## src/rtl/sram_ctrl_pkg.sv

```systemverilog
package sram_ctrl_pkg;

  // Strobe set that the control hands to the datapath each cycle.
  typedef struct packed {
    logic sel;
    logic oe;
    logic we;
    logic drive;
  } ram_strobe_t;

  typedef enum logic [2:0] {
    ST_PWRUP  = 3'd0,
    ST_IDLE   = 3'd1,
    ST_READ   = 3'd2,
    ST_WSETUP = 3'd3,
    ST_WPULSE = 3'd4,
    ST_GAP    = 3'd5
  } ctrl_state_t;

  // Round a time up to whole clock cycles; zero stays zero.
  function automatic int nsToCycles(input int ns, input int periodNs);
    if (ns <= 0) return 0;
    return (ns + periodNs - 1) / periodNs;
  endfunction

  function automatic int max2(input int a, input int b);
    return (a > b) ? a : b;
  endfunction

endpackage

```

## src/rtl/sram_ctrl_fsm.sv

```systemverilog
module sram_ctrl_fsm
  import sram_ctrl_pkg::*;
#(
  parameter int RD_CYC       = 18,
  parameter int WR_PULSE_CYC = 17,
  parameter int GAP_CYC      = 3,
  parameter int PWRUP_CYC    = 50000,
  parameter int CW           = 16
) (
  input  logic        clk,
  input  logic        rstN,
  input  logic        reqValid,
  input  logic        reqWrite,
  input  logic        reqMaskAny,
  output logic        reqReady,
  output ram_strobe_t stb,
  output logic        load,
  output logic        capture
);

  ctrl_state_t    state, nextState;
  logic [CW-1:0]  cnt, nextCnt;
  ram_strobe_t    nextStb;

  always_comb begin
    nextState = state;
    nextCnt   = cnt;
    load      = 1'b0;
    capture   = 1'b0;
    unique case (state)
      ST_PWRUP: begin
        if (cnt == CW'(PWRUP_CYC - 1)) begin
          nextState = ST_IDLE;
          nextCnt   = '0;
        end else begin
          nextCnt = cnt + 1'b1;
        end
      end
      ST_IDLE: begin
        if (reqValid) begin
          load    = 1'b1;
          nextCnt = '0;
          if (!reqWrite)       nextState = ST_READ;
          else if (reqMaskAny) nextState = ST_WSETUP;
        end
      end
      ST_READ: begin
        if (cnt == CW'(RD_CYC - 1)) begin
          capture   = 1'b1;
          nextState = ST_GAP;
          nextCnt   = '0;
        end else begin
          nextCnt = cnt + 1'b1;
        end
      end
      ST_WSETUP: begin
        nextState = ST_WPULSE;
        nextCnt   = '0;
      end
      ST_WPULSE: begin
        if (cnt == CW'(WR_PULSE_CYC - 1)) begin
          nextState = ST_GAP;
          nextCnt   = '0;
        end else begin
          nextCnt = cnt + 1'b1;
        end
      end
      ST_GAP: begin
        if (cnt == CW'(GAP_CYC - 1)) begin
          nextState = ST_IDLE;
          nextCnt   = '0;
        end else begin
          nextCnt = cnt + 1'b1;
        end
      end
      default: begin
        nextState = ST_PWRUP;
        nextCnt   = '0;
      end
    endcase
  end

  // Strobes are decoded from the next state and registered, so pins come from flops.
  always_comb begin
    nextStb = '0;
    unique case (nextState)
      ST_READ:   begin nextStb.sel = 1'b1; nextStb.oe = 1'b1; end
      ST_WSETUP: begin nextStb.sel = 1'b1; nextStb.drive = 1'b1; end
      ST_WPULSE: begin nextStb.sel = 1'b1; nextStb.drive = 1'b1; nextStb.we = 1'b1; end
      default:   nextStb = '0;
    endcase
  end

  always_ff @(posedge clk or negedge rstN) begin
    if (!rstN) begin
      state <= ST_PWRUP;
      cnt   <= '0;
      stb   <= '0;
    end else begin
      state <= nextState;
      cnt   <= nextCnt;
      stb   <= nextStb;
    end
  end

  assign reqReady = (state == ST_IDLE);

  // Cycles with select released, saturating at the gap length (assertion support).
  logic [CW-1:0] selHighCnt;
  always_ff @(posedge clk or negedge rstN) begin
    if (!rstN)                            selHighCnt <= '0;
    else if (stb.sel)                     selHighCnt <= '0;
    else if (selHighCnt < CW'(GAP_CYC))   selHighCnt <= selHighCnt + 1'b1;
  end

  // select must have been released for the gap before it is taken again.
  a_r8_select_gap: assert property (@(posedge clk) disable iff (!rstN)
    $rose(stb.sel) |-> selHighCnt >= CW'(GAP_CYC));

  // no request is offered while a strobe is active.
  a_r2_ready_quiet: assert property (@(posedge clk) disable iff (!rstN)
    reqReady |-> !stb.sel && !stb.drive);

  // write enable only inside a driven, selected cycle.
  a_r5_we_inside_sel: assert property (@(posedge clk) disable iff (!rstN)
    stb.we |-> stb.sel && stb.drive);

  // power-up interval keeps every strobe inactive.
  a_r1_pwrup_quiet: assert property (@(posedge clk) disable iff (!rstN)
    (state == ST_PWRUP) |-> stb == '0);

endmodule

```

## src/rtl/sram_ctrl_datapath.sv

```systemverilog
module sram_ctrl_datapath
  import sram_ctrl_pkg::*;
#(
  parameter int ADDR_W = 18,
  parameter int DATA_W = 16,
  parameter int LANES  = 2
) (
  input  logic              clk,
  input  logic              rstN,
  input  ram_strobe_t       stb,
  input  logic              load,
  input  logic              capture,
  input  logic              reqWrite,
  input  logic [ADDR_W-1:0] reqAddr,
  input  logic [DATA_W-1:0] reqWdata,
  input  logic [LANES-1:0]  reqMask,
  output logic              rspValid,
  output logic [DATA_W-1:0] rspData,
  output logic [ADDR_W-1:0] ramAddr,
  output logic              ramSelN,
  output logic              ramOeN,
  output logic              ramWeN,
  output logic [LANES-1:0]  ramByteEnN,
  output logic [DATA_W-1:0] ramDqOut,
  output logic              ramDqOe,
  input  logic [DATA_W-1:0] ramDqIn
);

  logic [ADDR_W-1:0] addrQ;
  logic [DATA_W-1:0] dataQ;
  logic [LANES-1:0]  maskQ;
  logic              writeQ;
  logic [DATA_W-1:0] rdataQ;
  logic              rspQ;

  always_ff @(posedge clk or negedge rstN) begin
    if (!rstN) begin
      addrQ  <= '0;
      dataQ  <= '0;
      maskQ  <= '0;
      writeQ <= 1'b0;
    end else if (load) begin
      addrQ  <= reqAddr;
      dataQ  <= reqWdata;
      maskQ  <= reqMask;
      writeQ <= reqWrite;
    end
  end

  always_ff @(posedge clk or negedge rstN) begin
    if (!rstN) begin
      rdataQ <= '0;
      rspQ   <= 1'b0;
    end else begin
      rspQ <= capture;
      if (capture) rdataQ <= ramDqIn;
    end
  end

  assign rspValid = rspQ;
  assign rspData  = rdataQ;
  assign ramAddr  = addrQ;
  assign ramDqOut = dataQ;
  assign ramSelN  = ~stb.sel;
  assign ramOeN   = ~stb.oe;
  assign ramWeN   = ~stb.we;
  assign ramDqOe  = stb.drive;

  // Reads open every lane; writes open only the masked lanes.
  for (genvar i = 0; i < LANES; i++) begin : g_lane
    assign ramByteEnN[i] = ~(stb.sel & (~writeQ | maskQ[i]));
  end

  // bus never driven against RAM outputs.
  a_r9_no_contention: assert property (@(posedge clk) disable iff (!rstN)
    !ramOeN |-> !ramDqOe);

  // data is driven whenever a write pulse is active.
  a_r9_drive_on_write: assert property (@(posedge clk) disable iff (!rstN)
    !ramWeN |-> ramDqOe && !ramSelN);

  // address and data hold still across the write pulse.
  a_r5_stable_pulse: assert property (@(posedge clk) disable iff (!rstN)
    (!ramWeN && $past(!ramWeN)) |-> $stable(ramAddr) && $stable(ramDqOut));

  // write ends with select and write enable released together.
  a_r5_joint_release: assert property (@(posedge clk) disable iff (!rstN)
    $rose(ramWeN) |-> ramSelN);

  // read strobes come with both lanes open and write enable high.
  a_r3_read_lanes: assert property (@(posedge clk) disable iff (!rstN)
    !ramOeN |-> ramWeN && (ramByteEnN == '0));

  // response lasts a single cycle and arrives with select released.
  a_r4_single_pulse: assert property (@(posedge clk) disable iff (!rstN)
    rspValid |=> !rspValid);
  a_r4_after_release: assert property (@(posedge clk) disable iff (!rstN)
    rspValid |-> ramSelN);

endmodule

```

## src/rtl/sram_async_ctrl.sv

```systemverilog
module sram_async_ctrl
  import sram_ctrl_pkg::*;
#(
  parameter int ADDR_W     = 18,
  parameter int DATA_W     = 16,
  parameter int CLK_NS     = 4,
  parameter int T_RC_NS    = 70,
  parameter int T_AA_NS    = 70,
  parameter int T_OE_NS    = 25,
  parameter int T_WC_NS    = 70,
  parameter int T_WP_NS    = 50,
  parameter int T_CW_NS    = 60,
  parameter int T_DW_NS    = 20,
  parameter int T_CP_NS    = 10,
  parameter int T_PWRUP_NS = 200000
) (
  input  logic                clk,
  input  logic                rstN,
  input  logic                reqValid,
  output logic                reqReady,
  input  logic                reqWrite,
  input  logic [ADDR_W-1:0]   reqAddr,
  input  logic [DATA_W-1:0]   reqWdata,
  input  logic [DATA_W/8-1:0] reqMask,
  output logic                rspValid,
  output logic [DATA_W-1:0]   rspData,
  output logic [ADDR_W-1:0]   ramAddr,
  output logic                ramSelN,
  output logic                ramOeN,
  output logic                ramWeN,
  output logic [DATA_W/8-1:0] ramByteEnN,
  output logic [DATA_W-1:0]   ramDqOut,
  output logic                ramDqOe,
  input  logic [DATA_W-1:0]   ramDqIn
);

  localparam int LANES = DATA_W / 8;

  localparam int RD_CYC = max2(1, max2(nsToCycles(T_RC_NS, CLK_NS),
                                 max2(nsToCycles(T_AA_NS, CLK_NS), nsToCycles(T_OE_NS, CLK_NS))));
  localparam int WR_PULSE_CYC = max2(1, max2(max2(nsToCycles(T_WP_NS, CLK_NS), nsToCycles(T_DW_NS, CLK_NS)),
                                        max2(nsToCycles(T_CW_NS, CLK_NS) - 1, nsToCycles(T_WC_NS, CLK_NS) - 1)));
  localparam int GAP_CYC   = max2(1, nsToCycles(T_CP_NS, CLK_NS));
  localparam int PWRUP_CYC = max2(1, nsToCycles(T_PWRUP_NS, CLK_NS));
  localparam int MAX_CYC   = max2(max2(RD_CYC, WR_PULSE_CYC), max2(GAP_CYC, PWRUP_CYC));
  localparam int CW        = max2(1, $clog2(MAX_CYC + 1));

  ram_strobe_t stb;
  logic        load;
  logic        capture;

  sram_ctrl_fsm #(
    .RD_CYC       (RD_CYC),
    .WR_PULSE_CYC (WR_PULSE_CYC),
    .GAP_CYC      (GAP_CYC),
    .PWRUP_CYC    (PWRUP_CYC),
    .CW           (CW)
  ) i_ctrl (
    .clk        (clk),
    .rstN       (rstN),
    .reqValid   (reqValid),
    .reqWrite   (reqWrite),
    .reqMaskAny (|reqMask),
    .reqReady   (reqReady),
    .stb        (stb),
    .load       (load),
    .capture    (capture)
  );

  sram_ctrl_datapath #(
    .ADDR_W (ADDR_W),
    .DATA_W (DATA_W),
    .LANES  (LANES)
  ) i_dp (
    .clk        (clk),
    .rstN       (rstN),
    .stb        (stb),
    .load       (load),
    .capture    (capture),
    .reqWrite   (reqWrite),
    .reqAddr    (reqAddr),
    .reqWdata   (reqWdata),
    .reqMask    (reqMask),
    .rspValid   (rspValid),
    .rspData    (rspData),
    .ramAddr    (ramAddr),
    .ramSelN    (ramSelN),
    .ramOeN     (ramOeN),
    .ramWeN     (ramWeN),
    .ramByteEnN (ramByteEnN),
    .ramDqOut   (ramDqOut),
    .ramDqOe    (ramDqOe),
    .ramDqIn    (ramDqIn)
  );

endmodule

```

## config.mk

```make
export PLATFORM = sky130hd
export DESIGN_NAME = sram_async_ctrl
export DESIGN_NICKNAME = d
export VERILOG_FILES = /design/src/rtl/sram_ctrl_pkg.sv /design/src/rtl/sram_ctrl_fsm.sv /design/src/rtl/sram_ctrl_datapath.sv /design/src/rtl/sram_async_ctrl.sv
export SDC_FILE = /design/constraint.sdc
export NUM_CORES = 1
export LEC_CHECK = 0
export ABC_AREA = 1
export ABC_CLOCK_PERIOD_IN_PS = 2050
export BUFFER_PORTS_ARGS = -buffer_cell sky130_fd_sc_hd__buf_2
export CAP_MARGIN = 30
export CORE_ASPECT_RATIO = 1.5
export CORE_MARGIN = 10
export CORE_UTILIZATION = 25
export DETAILED_ROUTE_END_ITERATION = 10
export PLACE_DENSITY = 0.47
export RECOVER_POWER = 100
export SLEW_MARGIN = 20
export SYNTH_ARGS = -nofsm -noshare
export SYNTH_HDL_FRONTEND = slang
export SYNTH_SLANG_ARGS = --single-unit
```

## constraint.sdc

```tcl
create_clock -name clk -period 2.05 [get_ports clk]
set_clock_uncertainty 0.1 [all_clocks]
set_input_delay 0.615 -clock clk [delete_from_list [all_inputs] [get_ports clk]]
set_output_delay 0.615 -clock clk [all_outputs]
set_load 0.005 [all_outputs]
```

==> impl_metrics.toml <==
[sta]
tightestPinTransition_ps = 702.2
rsz0062_at_grt = "false"
period_minus_slack_ps = 1931
setup_viol = 0
drv_slew = 0
timing.final.crit_share_pct = 94.19
maxSlewHeadroom_pct = 53.19
setup_tns_ps = 0
finalHoldViolCount = 0
clock.fmax_mhz = 517.9

[synth]
syn_area_mm2 = 0.003566
yosysUniqueCellTypes = 32
synth.yosys.seq_area_share_pct = 54.04
synth_common_cells = "111 x nand2_1, 77 x dfrtp_1, 43 x nor2_1"
synth_fp_nets = 432
synth_async_sr_flop_share_pct = 100.0
yosys_warnings = 0
post-synth-top-count-cell = "nand2_1"
synth_top_flop_cell = "dfrtp_1"
yosysTopAreaCell = "dfrtp_1"
synth_edf_count = 0
synth_top_area_share_pct = 54.04
synthTopCellsByArea = "dfrtp_1 54%, nand2_1 12%, mux2_2 8.8%"
synth-seq-cells = 77
syn_inst = 372
syn_area_per_cell_um2 = 9.586

[placed_design]
dp_hpwl_um = 8040
gp_routability_congestion = 0.8453
io_buffers = 113

[setup_path]
crit_required_ps = 1330
worstPathMaxFanout = 4
r2r-start = "i_ctrl.state[0]"
path_class = "flip-flop to output port"
worstSetupEndpoint = "reqReady"
regToRegEndpoint = "i_dp.ramDqOut[5]"
worstPathArrival_ps = 1220
startpoint_type = "flip-flop"
r2r_cells = 5
crit_start = "i_ctrl.state[1]"
endpoint_kind = "output port"
r2r_slack_ps = 170

[detailed_routing]
final_antenna_net_count = 0
wl_per_cell_um = 14.53
wl_um = 10150
dr_total_vias = 2955
post-route-drc-count = 0
drt-pass1-iter-count = 4
drt-initial-drc-count = 111
vias_per_cell = 4.227

[outcome]
status = "completed"

[global_routing]
grt_start_max_net_pins = 28
groute.usage.overall_pct = 10.53
grt_pass1_wl_um = 16500
grt_overflow = 0
antenna_found_initial = 0
grt_pass1_vias = 3211

[final_layout]
fin_util_pct = 33.13
regArea_mm2 = 0.001927
multiInputGateArea_mm2 = 0.001451
n_fill_cell = 1515
drive_gt1_share_pct = 25.44
synthToLayoutAreaGrowth_pct = 30.00
n_antenna_cell = 0
nets = 563

[cts]
holdBufCountCts = 0
cts_buffers = 9
cts-htree-levels = 3
tritoncts = "yes"
post-cts-setup-buffers = 0
cts_sinks = 77
clk_pin_slew_ps = 60
cts_buffer_depth = 2
worstSkewPairLatency_ps = 330
cts_root_buffer = "clkbuf_16"

[floorplanning]
rows = 53
coreArea_mm2 = 0.01399
start_util_pct = 25.49
dieArea_mm2 = 0.01954
die_w_um = 117.5
ios = 114
die_y_um = 166.3

[power]
power_density_mw_per_mm2 = 1268
ir_drop_v = 0.0005069
leakage_nw = 2.187

[job]
cap_violations = 0

[hold_path]
hold_class = "primary input to asynchronous set/reset pin"
-- per-stage QoR --
| stage | total power [W] | cell area (µm²) | hold WS, ps | cells | worst slack, ps |
|---|---|---|---|---|---|
| 4_1_cts | 0.006182 | 4785 | 108.2 | 699 | 46.42 |
| 5_1_grt | 0.006337 | 4636 | 259.6 | 699 | 20.99 |
| 2_1_floorplan | 0.003500 | 3566 | 219.4 | 372 | 412.4 |
| 3_3_place_gp | 0.004472 | 4484 | 363.5 | 684 | 218.8 |
| 3_5_place_dp | 0.004517 | 4484 | 361.8 | 684 | 172.4 |
| 6_report | 0.005879 | 4636 | 215.3 | 699 | 119.1 |
-- placed cells by master, fill, tap and decap left out, drive strengths merged --
cell type and count:
ha 4, dfrtp 77, nand3b 1, inv 31, xor2 8, o21bai 2, buf 68, nor3b 1
mux2 36, o211ai 3, or2 1, xnor2 1, bufinv 1, nor3 9, o21ai 10, clkbuf 70
nand2 112, nand3 18, clkinv 1, nand4 4, a21oi 3, nor2 46
-- timing repair --
item / 4_1_cts / 5_1_grt
hold endpoints to repair: 0 / 0
setup endpoints to repair: 0 / 1
gates resized for setup: 0 / 1
-- critical path, stage by stage, from the launching register on --
cell and delay (ps):
dfrtp_1 420, inv_2 100, nand2_2 90, nor2_4 120
clkbuf_2 150
-- worst min-delay path by stage --
| stage | from | endpoint | depth (start not counted) |
|---|---|---|---|
| floorplan | rstN | i_ctrl.cnt[0] | 0 |
| global placement | i_dp.rspData[15] | i_dp.rspData[15] | 2 |
| CTS | rstN | i_dp.ramDqOut[9] | 1 |
| finish | rstN | i_dp.ramDqOut[9] | 1 |
| detailed placement | i_dp.rspData[6] | i_dp.rspData[6] | 2 |
| global route | rstN | i_dp.ramDqOut[9] | 1 |
-- cell type report --
| cell class | count | share of cell area [%] |
|---|---|---|
| Multi-Input combinational cell | 259 | 31.31 |
| Clock inverter | 3 | 0.9447 |
| Clock buffer | 12 | 5.533 |
| Inverter | 30 | 2.429 |
| Timing Repair Buffer | 126 | 13.04 |
| Tap cell | 192 | 5.182 |
| Sequential cell | 77 | 41.57 |
-- power by group --
| part | switching (W) | internal (W) |
|---|---|---|
| sequential | 0.000374 | 0.00209 |
| combinational | 0.000974 | 0.000823 |
| clock | 0.000610 | 0.00101 |
| total | 0.00196 | 0.00392 |
-- per-layer routing --
layer / track usage (%) / part of all wire (%) / vias up
li1: - / - / 1451
met1: 10.72 / 39 / 1420
met2: 19.33 / 55 / 74
met3: 3.300 / 4.9 / 10
met4: 4.315 / 1.7 / 0
met5: 0 / 0 / -
-- state kept, by name (all words and copies together) (netlist names) --
signal	flops
i_dp.ramAddr	18
i_ctrl.cnt	16
i_dp.ramDqOut	16
i_dp.rspData	16
i_ctrl.stb	4
i_ctrl.state	3
i_dp.maskQ	2
i_dp.rspValid	1
i_dp.writeQ	1
-- logic make-up after synthesis --
| logic type | after synthesis | synth area share, % |
|---|---|---|
| muxes | 36 | 12.21 |
| and+or+nand+nor | 192 | 22.88 |
| DFF | 77 | 54.04 |
| buffers and inverters | 36 | 4.281 |
| adders and majority gates | 4 | 1.404 |
| AOI/OAI and AO/OA | 18 | 2.982 |
| xor gates and xnor gates | 9 | 2.211 |
No activity file was read; power rests on OpenSTA's default activity.
